==> src/rtl/qseq_pkg.sv <==
`timescale 1ns/1ps
package qseq_pkg;
  localparam int NUM_PHASES = 4;

  typedef enum logic [1:0] {
    PH_Q1 = 2'd0,
    PH_Q2 = 2'd1,
    PH_Q3 = 2'd2,
    PH_Q4 = 2'd3
  } phase_e;

  // Phase that follows a given phase in the instruction cycle.
  function automatic phase_e next_phase(input phase_e cur);
    return phase_e'(cur + 2'd1);
  endfunction
endpackage

==> src/rtl/qseq_phase.sv <==
`timescale 1ns/1ps
module qseq_phase
  import qseq_pkg::*;
(
  input  logic                  clk,
  input  logic                  rst,
  output logic [NUM_PHASES-1:0] q_stb,
  output logic                  clk_quarter
);
  phase_e ph;
  phase_e ph_nxt;
  logic [NUM_PHASES-1:0] q_nxt;

  assign ph_nxt = next_phase(ph);

  // One-hot decode of the upcoming phase.
  for (genvar g = 0; g < NUM_PHASES; g++) begin : g_dec
    assign q_nxt[g] = (ph_nxt == phase_e'(g));
  end

  always_ff @(posedge clk) begin
    if (rst) begin
      ph          <= PH_Q4;
      q_stb       <= '0;
      clk_quarter <= 1'b0;
    end else begin
      ph          <= ph_nxt;
      q_stb       <= q_nxt;
      clk_quarter <= (ph_nxt == PH_Q1) || (ph_nxt == PH_Q2);
    end
  end
endmodule

==> src/rtl/qseq_fetch.sv <==
`timescale 1ns/1ps
module qseq_fetch
  import qseq_pkg::*;
#(
  parameter int PC_W   = 13,
  parameter int INSN_W = 14
) (
  input  logic                  clk,
  input  logic                  rst,
  input  logic [NUM_PHASES-1:0] q_stb,
  input  logic [INSN_W-1:0]     pm_rdata,
  input  logic                  br_req,
  input  logic                  br_call,
  input  logic [PC_W-1:0]       br_target,
  output logic [PC_W-1:0]       pm_addr,
  output logic [INSN_W-1:0]     ir,
  output logic                  ex_nop,
  output logic                  dm_rd_stb,
  output logic                  dm_wr_stb,
  output logic                  take_call,
  output logic [PC_W-1:0]       ret_addr
);
  logic [PC_W-1:0] pc;
  logic            take;

  // A request from a forced NOP is ignored.
  assign take      = q_stb[PH_Q4] && br_req && !ex_nop;
  assign take_call = take && br_call;
  assign ret_addr  = pm_addr;

  always_ff @(posedge clk) begin
    if (rst) begin
      pc        <= '0;
      pm_addr   <= '0;
      ir        <= '0;
      ex_nop    <= 1'b1;
      dm_rd_stb <= 1'b0;
      dm_wr_stb <= 1'b0;
    end else begin
      dm_rd_stb <= q_stb[PH_Q1] && !ex_nop;
      dm_wr_stb <= q_stb[PH_Q3] && !ex_nop;
      if (q_stb[PH_Q1]) begin
        pm_addr <= pc;
        pc      <= pc + 1'b1;
      end
      if (q_stb[PH_Q4]) begin
        ir     <= pm_rdata;
        ex_nop <= take;
        if (take) pc <= br_target;
      end
    end
  end
endmodule

==> src/rtl/qseq_stack.sv <==
`timescale 1ns/1ps
module qseq_stack #(
  parameter int DEPTH  = 8,
  parameter int DATA_W = 13,
  localparam int PTR_W = (DEPTH > 1) ? $clog2(DEPTH) : 1
) (
  input  logic              clk,
  input  logic              rst,
  input  logic              push_en,
  input  logic [DATA_W-1:0] push_data,
  output logic              stk_push,
  output logic [DATA_W-1:0] stk_wdata,
  output logic [PTR_W-1:0]  stk_ptr,
  output logic [DATA_W-1:0] stk_top
);
  localparam logic [PTR_W-1:0] LAST = PTR_W'(DEPTH - 1);

  logic [DATA_W-1:0] mem [DEPTH];
  logic [PTR_W-1:0]  ptr_nxt;
  logic [PTR_W-1:0]  top_idx;

  assign ptr_nxt = (stk_ptr == LAST) ? '0 : stk_ptr + 1'b1;
  assign top_idx = (stk_ptr == '0) ? LAST : stk_ptr - 1'b1;

  // Storage without reset so it maps onto a RAM.
  always_ff @(posedge clk) begin
    if (push_en) mem[stk_ptr] <= push_data;
  end

  always_ff @(posedge clk) begin
    if (rst) begin
      stk_ptr   <= '0;
      stk_push  <= 1'b0;
      stk_wdata <= '0;
      stk_top   <= '0;
    end else begin
      stk_push <= push_en;
      stk_top  <= mem[top_idx];
      if (push_en) begin
        stk_wdata <= push_data;
        stk_ptr   <= ptr_nxt;
      end
    end
  end
endmodule

==> src/rtl/qphase_seq.sv <==
`timescale 1ns/1ps
module qphase_seq
  import qseq_pkg::*;
#(
  parameter int PC_W      = 13,
  parameter int INSN_W    = 14,
  parameter int STK_DEPTH = 8,
  localparam int SP_W     = (STK_DEPTH > 1) ? $clog2(STK_DEPTH) : 1
) (
  input  logic                  clk,
  input  logic                  rst,
  input  logic [INSN_W-1:0]     pm_rdata,
  input  logic                  br_req,
  input  logic                  br_call,
  input  logic [PC_W-1:0]       br_target,
  output logic [NUM_PHASES-1:0] q_stb,
  output logic                  clk_quarter,
  output logic [PC_W-1:0]       pm_addr,
  output logic [INSN_W-1:0]     ir,
  output logic                  ex_nop,
  output logic                  dm_rd_stb,
  output logic                  dm_wr_stb,
  output logic                  stk_push,
  output logic [PC_W-1:0]       stk_wdata,
  output logic [SP_W-1:0]       stk_ptr,
  output logic [PC_W-1:0]       stk_top
);
  logic            take_call;
  logic [PC_W-1:0] ret_addr;

  qseq_phase i_phase (
    .clk         (clk),
    .rst         (rst),
    .q_stb       (q_stb),
    .clk_quarter (clk_quarter)
  );

  qseq_fetch #(.PC_W(PC_W), .INSN_W(INSN_W)) i_fetch (
    .clk       (clk),
    .rst       (rst),
    .q_stb     (q_stb),
    .pm_rdata  (pm_rdata),
    .br_req    (br_req),
    .br_call   (br_call),
    .br_target (br_target),
    .pm_addr   (pm_addr),
    .ir        (ir),
    .ex_nop    (ex_nop),
    .dm_rd_stb (dm_rd_stb),
    .dm_wr_stb (dm_wr_stb),
    .take_call (take_call),
    .ret_addr  (ret_addr)
  );

  qseq_stack #(.DEPTH(STK_DEPTH), .DATA_W(PC_W)) i_stack (
    .clk       (clk),
    .rst       (rst),
    .push_en   (take_call),
    .push_data (ret_addr),
    .stk_push  (stk_push),
    .stk_wdata (stk_wdata),
    .stk_ptr   (stk_ptr),
    .stk_top   (stk_top)
  );
endmodule

==> config.mk <==
export PLATFORM = sky130hd
export DESIGN_NAME = qphase_seq
export DESIGN_NICKNAME = d
export VERILOG_FILES = /design/src/rtl/qseq_pkg.sv /design/src/rtl/qseq_phase.sv /design/src/rtl/qseq_fetch.sv /design/src/rtl/qseq_stack.sv /design/src/rtl/qphase_seq.sv
export SDC_FILE = /design/constraint.sdc
export NUM_CORES = 1
export LEC_CHECK = 0
export ABC_AREA = 1
export BUFFER_PORTS_ARGS = -buffer_cell sky130_fd_sc_hd__buf_2
export CORE_ASPECT_RATIO = 2
export CORE_MARGIN = 5
export CORE_UTILIZATION = 25
export CTS_CLUSTER_SIZE = 20
export DETAILED_ROUTE_END_ITERATION = 8
export GPL_TIMING_DRIVEN = 0
export PLACE_DENSITY = 0.44
export SETUP_SLACK_MARGIN = 0.15
export SYNTH_ARGS = -nofsm -noshare
export SYNTH_HDL_FRONTEND = slang
export SYNTH_HIERARCHICAL = 1
export SYNTH_SLANG_ARGS = --single-unit
==> constraint.sdc <==
create_clock -name clk -period 5.15 [get_ports clk]
set_clock_uncertainty 0.05 [all_clocks]
set_input_delay 0.7725 -clock clk [delete_from_list [all_inputs] [get_ports clk]]
set_output_delay 0.7725 -clock clk [all_outputs]
set_load 0.02 [all_outputs]
==> results of run 1 <==
worst max-delay path, cell delays in order (launching register included):
cell,delay (ns)
dfxtp_1,0.32
clkbuf_2,0.22
nand3_4,0.16
buf_2,0.24
nor2_1,0.10
buf_2,0.23
clkbuf_1,0.38
nand2_1,0.21
nor2_1,0.92
placed cells by master (no fill, tap or decap), types with 2 or more instances in the layout:
master,n
dfxtp_1,80
nand2_4,2
nor2_1,175
a21oi_1,15
nand2_1,159
ha_1,9
inv_6,3
bufinv_16,3
clkinv_1,2
nor3_1,2
o211ai_1,2
nand3b_1,2
o21ai_0,38
clkinv_2,3
nor2_4,2
inv_2,4
buf_6,3
nand4_1,4
clkbuf_1,6
clkinv_4,2
buf_2,118
nor2_2,3
edfxtp_1,104
inv_1,111
clkbuf_16,17
buf_1,3
xor2_1,2
buf_4,16
o21ai_1,2
nand3_1,81
layer usage:
| layer | GRT usage [%] | vias to the layer above |
|---|---|---|
| met5 | 0 | - |
| met2 | 21.5 | 115 |
| li1 | - | 2921 |
| met4 | 3.79 | 0 |
| met1 | 14.0 | 2577 |
| met3 | 3.28 | 17 |
flip-flops by register name (all words and copies together) (netlist names), 2 cells and up:
signal / count
i_stack/stk_wdata: 13
i_stack/stk_top: 13
i_phase/q_stb: 4
i_fetch/ir: 14
i_phase/ph: 2
i_fetch/pm_addr: 13
i_fetch/pc: 13
i_stack/mem: 104
i_stack/stk_ptr: 3
synthesized netlist by cell type (all sizes together):
library cell | n | share of area [%]
a21oi | 15 | 0.97
a311oi | 1 | 0.11
buf | 44 | 3.5
clkbuf | 6 | 0.31
clkinv | 2 | 0.097
dfxtp | 80 | 21
edfxtp | 104 | 40
ha | 9 | 1.5
inv | 115 | 5.6
nand2 | 162 | 8.3
nand3 | 83 | 5.6
nand3b | 2 | 0.19
nand4 | 4 | 0.32
nor2 | 180 | 8.9
nor3 | 2 | 0.13
o211ai | 2 | 0.19
o21a | 1 | 0.097
o21ai | 40 | 2.6
xnor2 | 1 | 0.11
xor2 | 2 | 0.23
final cells by class:
| cell class | count | area share [%] |
|---|---|---|
| inverters | 117 | 4.72 |
| clock buffers | 19 | 4.76 |
| flip-flops and latches | 184 | 50.8 |
| plain buffers | 50 | 3.19 |
| clock inverters | 13 | 1.80 |
| well taps | 372 | 5.00 |
| repair buffers | 97 | 5.35 |
| multi-input cells | 504 | 24.4 |
kinds of logic (layout without fill, tap and decap cells):
logic type	count (synthesis)	in the layout	share of synthesized area (%)
simple gates	433	433	23.5
flops	184	184	61.2
buf+inv	167	296	9.53
compound gates	59	59	3.97
fa+ha+maj	9	9	1.46
xor+xnor	3	3	0.340
through the flow:
step | cell area (µm²) | utilization, % | setup WS [ns]
2_1_floorplan | 7720 | - | 2.45
3_3_place_gp | 8660 | 28.3 | 1.36
3_5_place_dp | 8680 | 28.3 | 1.31
4_1_cts | 9290 | 30.3 | 1.60
5_1_grt | 9300 | 30.4 | 1.52
6_report | 9300 | 30.4 | 1.90
power by group through the flow:
stage / Combinational (W) / Clock [W] / Sequential, W
2_1_floorplan: 0.0000650 / 0 / 0.00165
4_1_cts: 0.000155 / 0.00141 / 0.00159
6_report: 0.000151 / 0.00137 / 0.00159
3_3_place_gp: 0.000154 / 0 / 0.00162
5_1_grt: 0.000170 / 0.00147 / 0.00159
3_5_place_dp: 0.000154 / 0 / 0.00162
how the worst min path moves through the flow:
stage,from,endpoint,slack [ns]
6_report,i_phase/ph[0]$_SDFF_PP1_,i_phase/ph[0]$_SDFF_PP1_,0.39
5_1_grt,i_phase/ph[0]$_SDFF_PP1_,i_phase/ph[0]$_SDFF_PP1_,0.41
4_1_cts,i_phase/ph[0]$_SDFF_PP1_,i_phase/ph[0]$_SDFF_PP1_,0.39
3_5_place_dp,i_phase/ph[0]$_SDFF_PP1_,i_phase/ph[0]$_SDFF_PP1_,0.37
3_3_place_gp,i_phase/ph[0]$_SDFF_PP1_,i_phase/ph[0]$_SDFF_PP1_,0.36
2_1_floorplan,i_phase/ph[0]$_SDFF_PP1_,i_phase/ph[0]$_SDFF_PP1_,0.35
==> results.py, run 1 <==
metrics = {
    "routing": {
        "drc_errors": 0,
        "viasPerCell": 4.15,
        "drt-initial-drc-count": 239,
        "wl_met3_um": 772,
        "wl_um": 20200,
        "m1WireLength_um": 8690,
        "via_count": 5630,
        "routed.top_layer": "met4",
        "routed-wl-met2_um": 10400,
        "final_antenna_net_count": 0,
        "firstDrtPassIters": 4,
        "wire_per_inst_um": 14.9,
    },
    "yosys": {
        "yosysUniqueCellTypes": 31,
        "netlist_area_mm2": 0.00772,
        "syn_area_per_cell_um2": 9.03,
        "seq_area_frac_synth_pct": 61.2,
        "ys_ff_latch": 184,
        "synth_nets": 895,
        "syn_inst": 855,
        "yosys_warnings": 6,
    },
    "critical_path": {
        "startpoint_type": "flop",
        "worstSetupEndpoint": "i_stack/mem[0][2]$_DFFE_PP_",
        "crit_arrival_ns": 3.25,
        "reg2reg_from": "i_phase/q_stb[3]$_SDFF_PP0_",
        "reg2reg_setup_slack_ns": 1.90,
        "r2r_end": "i_stack/mem[0][2]$_DFFE_PP_",
        "crit_start": "i_phase/q_stb[3]$_SDFF_PP0_",
        "worstRegToRegCells": 8,
        "cp-end-kind": "flop",
        "worstSetupPathType": "flop to flop",
        "required_ns": 5.16,
        "crit_fanout": 13,
    },
    "clocking": {
        "cts_buffers": 17,
        "path_clk_slew_ns": 0.07,
        "cts_resized": 0,
        "postCtsSetupRepairBufs": 0,
        "root_buffer": "clkbuf_16",
        "h-tree-depth": 4,
        "worstSkewPairLatency_ns": 0.44,
        "ctsHoldBuffers": 0,
        "clock_sinks": 184,
        "cts_tree": "done",
        "cts_buffer_depth": 2,
    },
    "floorplan": {
        "initial_core_util_pct": 25.2,
        "placement_rows": 91,
        "dieArea_mm2": 0.0347,
        "die_y_um": 258,
        "chipWidth_um": 134,
        "core_area_mm2": 0.0306,
        "io_pins": 96,
    },
    "power": {
        "pwr-share-comb_pct": 4.9,
        "ir_drop_mv": 0.221,
        "swShare_pct": 22.6,
        "power.share.clock_pct": 44.0,
        "power_density_mw_per_mm2": 334,
        "power_switching_w": 0.000702,
        "total_power_w": 0.00311,
        "leakagePower_nw": 4.41,
        "seqPwrFrac_pct": 51.2,
        "p_int_w": 0.00241,
    },
    "place": {
        "globalplace.congestion": 0.800,
        "dp_hpwl_um": 14800,
        "io_buffers": 95,
        "dpl.cell_count": 1323,
    },
    "run": {
        "maxCapViolCount": 0,
    },
    "grt": {
        "antenna_found_initial": 0,
        "grt_max_degree": 18,
        "first_global_vias": 5729,
        "grt_pass1_wl_um": 32000,
        "grt_usage_pct": 12.1,
        "overflow": 0,
    },
    "sta": {
        "period_share_pct": 63.1,
        "tightest_slew_ns": 1.14,
        "fmaxAchievable_mhz": 308,
        "finalHoldViolCount": 0,
        "period_minus_slack_ns": 3.25,
        "rsz0062_at_grt": "false",
        "finalSetupViolations": 0,
        "max-slew-margin-rel_pct": 24.0,
        "holdWs_ns": 0.388,
        "fin_tns_setup_ns": 0,
        "drv_slew": 0,
    },
    "finish": {
        "fillers": 3219,
        "multi_input_area_mm2": 0.00227,
        "diodes": 0,
        "instances_no_fill": 1356,
        "nets": 1011,
        "regArea_mm2": 0.00472,
        "area_growth_pct": 20.5,
        "drive_gt1_share_pct": 18.7,
    },
    "worst_hold_path": {
        "hold_path_class": "flop to flop",
        "hold_depth": 1,
    },
    "run_status": {
        "status": "finished, final reports clean",
    },
}
Power figures use the tool's default switching activity.
==> inputs of run 2 (changes only) <==
Settings changed: PLACE_DENSITY 0.44 to 0.45.
Clock period 5.15 ns to 2.7 ns, I/O delays scaled along.
==> run 2 against run 1 <==
Power rose by 88%. Wire length rose by 4.5%. Global-route usage rose by 0.46 points. Clock-buffer cell count rose by 4. Critical path type unchanged. Critical path depth rose by 1. Combinational power rose by 97%. Final cell count rose by 0.66%. Sequential cell count did not move. Critical endpoint is now i_stack/mem[4][11]$_DFFE_PP_. Die area did not move.
==> results.py, run 2 (synthesis results as in run 1) <==
metrics = {
    "critical_path": {
        "startpoint_type": "flop",
        "worstSetupPathType": "flop to flop",
        "r2r_end": "i_stack/mem[4][11]$_DFFE_PP_",
        "reg2reg_setup_slack_ns": 0.40,
        "worstRegToRegCells": 9,
        "crit_fanout": 10,
        "reg2reg_from": "i_phase/q_stb[3]$_SDFF_PP0_",
        "crit_arrival_ns": 2.38,
        "cp-end-kind": "flop",
        "required_ns": 2.79,
    },
    "finish": {
        "design_area_mm2": 0.00946,
        "regArea_mm2": 0.00472,
        "area_growth_pct": 22.6,
        "final_cell_mix": "nor2_1, nand2_1, buf_2",
        "fillers": 3199,
        "multi_input_area_mm2": 0.00232,
        "final_util_pct": 30.9,
        "top_register": "i_stack/mem",
        "nets": 1020,
        "reg_top3": "i_stack/mem: 104 flops, i_fetch/ir: 14 flops",
        "diodes": 0,
        "final_common_cell": "nor2_1",
        "largest_reg_flops": 104,
        "instances_no_fill": 1365,
        "drive_gt1_share_pct": 20.2,
    },
    "routing": {
        "drc_errors": 0,
        "firstDrtPassIters": 5,
        "drt-initial-drc-count": 279,
        "final_antenna_net_count": 0,
        "viasPerCell": 4.19,
        "via_count": 5713,
        "wl_um": 21100,
        "wire_per_inst_um": 15.5,
    },
    "sta": {
        "tightest_slew_ns": 0.670,
        "period_minus_slack_ns": 2.30,
        "drv_slew": 0,
        "rsz0062_at_grt": "false",
        "max-slew-margin-rel_pct": 55.3,
        "fmaxAchievable_mhz": 435,
        "finalHoldViolCount": 0,
        "period_share_pct": 85.2,
        "finalSetupViolations": 0,
    },
    "power": {
        "ir_drop_mv": 0.421,
        "leakagePower_nw": 4.48,
        "power_density_mw_per_mm2": 617,
    },
    "place": {
        "dp_hpwl_um": 14600,
        "globalplace.congestion": 0.780,
        "dpl.cell_count": 1324,
        "dpl_cell_area_mm2": 0.00868,
        "io_buffers": 95,
    },
    "worst_hold_path": {
        "hold_path_startpoint": "pm_rdata[1]",
        "whs_endpoint": "i_fetch/ir[1]$_SDFFE_PP0P_",
        "hold_path_class": "input port to flop",
        "hold_depth": 3,
    },
    "clocking": {
        "h-tree-depth": 4,
        "cts_buffers": 17,
        "path_clk_slew_ns": 0.07,
        "cts_tree": "done",
        "ctsHoldBuffers": 0,
        "cts_buffer_depth": 2,
        "clock_sinks": 184,
        "root_buffer": "clkbuf_16",
        "worstSkewPairLatency_ns": 0.43,
    },
    "floorplan": {
        "io_pins": 96,
        "dieArea_mm2": 0.0347,
        "initial_core_util_pct": 25.2,
        "placement_rows": 91,
        "die_y_um": 258,
        "chipWidth_um": 134,
        "core_area_mm2": 0.0306,
    },
    "grt": {
        "grt_usage_pct": 12.5,
        "first_global_vias": 5924,
        "antenna_found_initial": 0,
        "overflow": 0,
        "grt_pass1_wl_um": 33300,
        "grt_max_degree": 17,
    },
    "run_status": {
        "status": "finished, final reports clean",
    },
    "run": {
        "maxCapViolCount": 0,
    },
}
==> run 2: final cells by class <==
class / count / share of cell area (%)
Clock buffer: 23 / 5.39
Buffer: 50 / 3.24
Clock inverter: 9 / 0.873
Multi-Input combinational cell: 504 / 24.6
Timing Repair Buffer: 106 / 6.46
Tap cell: 372 / 4.92
Sequential cell: 184 / 49.9
Inverter: 117 / 4.64
==> run 2: power breakdown <==
group / switching [W] / internal [W] / leakage [nW]
Sequential: 0.0000322 / 0.00300 / 1.61
Combinational: 0.000201 / 0.0000966 / 2.57
Clock: 0.00107 / 0.00144 / 0.300
Total: 0.00130 / 0.00454 / 4.48
==> run 2: per-layer routing <==
| layer | track usage, % | routed length (µm) | vias to the layer above |
|---|---|---|---|
| met4 | 4.36 | 467 | 0 |
| met2 | 20.8 | 10200 | 150 |
| met5 | 0 | 0 | - |
| met1 | 15.8 | 9300 | 2592 |
| li1 | - | - | 2949 |
| met3 | 3.26 | 1130 | 22 |
==> run 2: worst max-delay path: stages (launching register included) <==
cell and delay (ns):
dfxtp_1 0.36, clkbuf_4 0.21, nand3_4 0.15, buf_2 0.23, nor2_1 0.11, clkbuf_4 0.19, clkbuf_4 0.21, nand2_2 0.15
nor2_4 0.15, buf_4 0.19
==> run 2: through the flow <==
stage	power, W	TNS, ns	setup WS (ns)	hold WS (ns)
4_1_cts	0.00592	0	0.120	0.130
5_1_grt	0.00607	0	0.204	0.136
2_1_floorplan	0.00326	0	0.112	0.349
6_report	0.00584	0	0.401	0.151
3_3_place_gp	0.00340	-53.32	-0.696	0.363
3_5_place_dp	0.00340	-42.59	-0.771	0.374
==> run 2: worst max path at each step <==
stage                           startpoint                            to  slack, ns  cells past startpoint
2_1_floorplan  i_phase/q_stb[3]$_SDFF_PP0_   i_stack/mem[0][0]$_DFFE_PP_       0.11                      8
5_1_grt        i_phase/q_stb[3]$_SDFF_PP0_   i_stack/mem[0][3]$_DFFE_PP_       0.20                      9
3_5_place_dp   i_phase/q_stb[3]$_SDFF_PP0_  i_stack/mem[0][11]$_DFFE_PP_      -0.77                      8
6_report       i_phase/q_stb[3]$_SDFF_PP0_  i_stack/mem[4][11]$_DFFE_PP_       0.40                      9
4_1_cts        i_phase/q_stb[3]$_SDFF_PP0_   i_stack/mem[7][9]$_DFFE_PP_       0.12                      7
3_3_place_gp   i_phase/q_stb[3]$_SDFF_PP0_  i_stack/mem[0][11]$_DFFE_PP_      -0.70                      8
==> run 2: timing repair <==
| item | in CTS | in global routing |
|---|---|---|
| hold endpoints to repair | 0 | 0 |
| endpoints found under the setup margin | 90 | 102 |
| cloned | 0 | 0 |
| setup buffers | 6 | 3 |
| resized for setup | 16 | 8 |
| pin swaps | 4 | 4 |
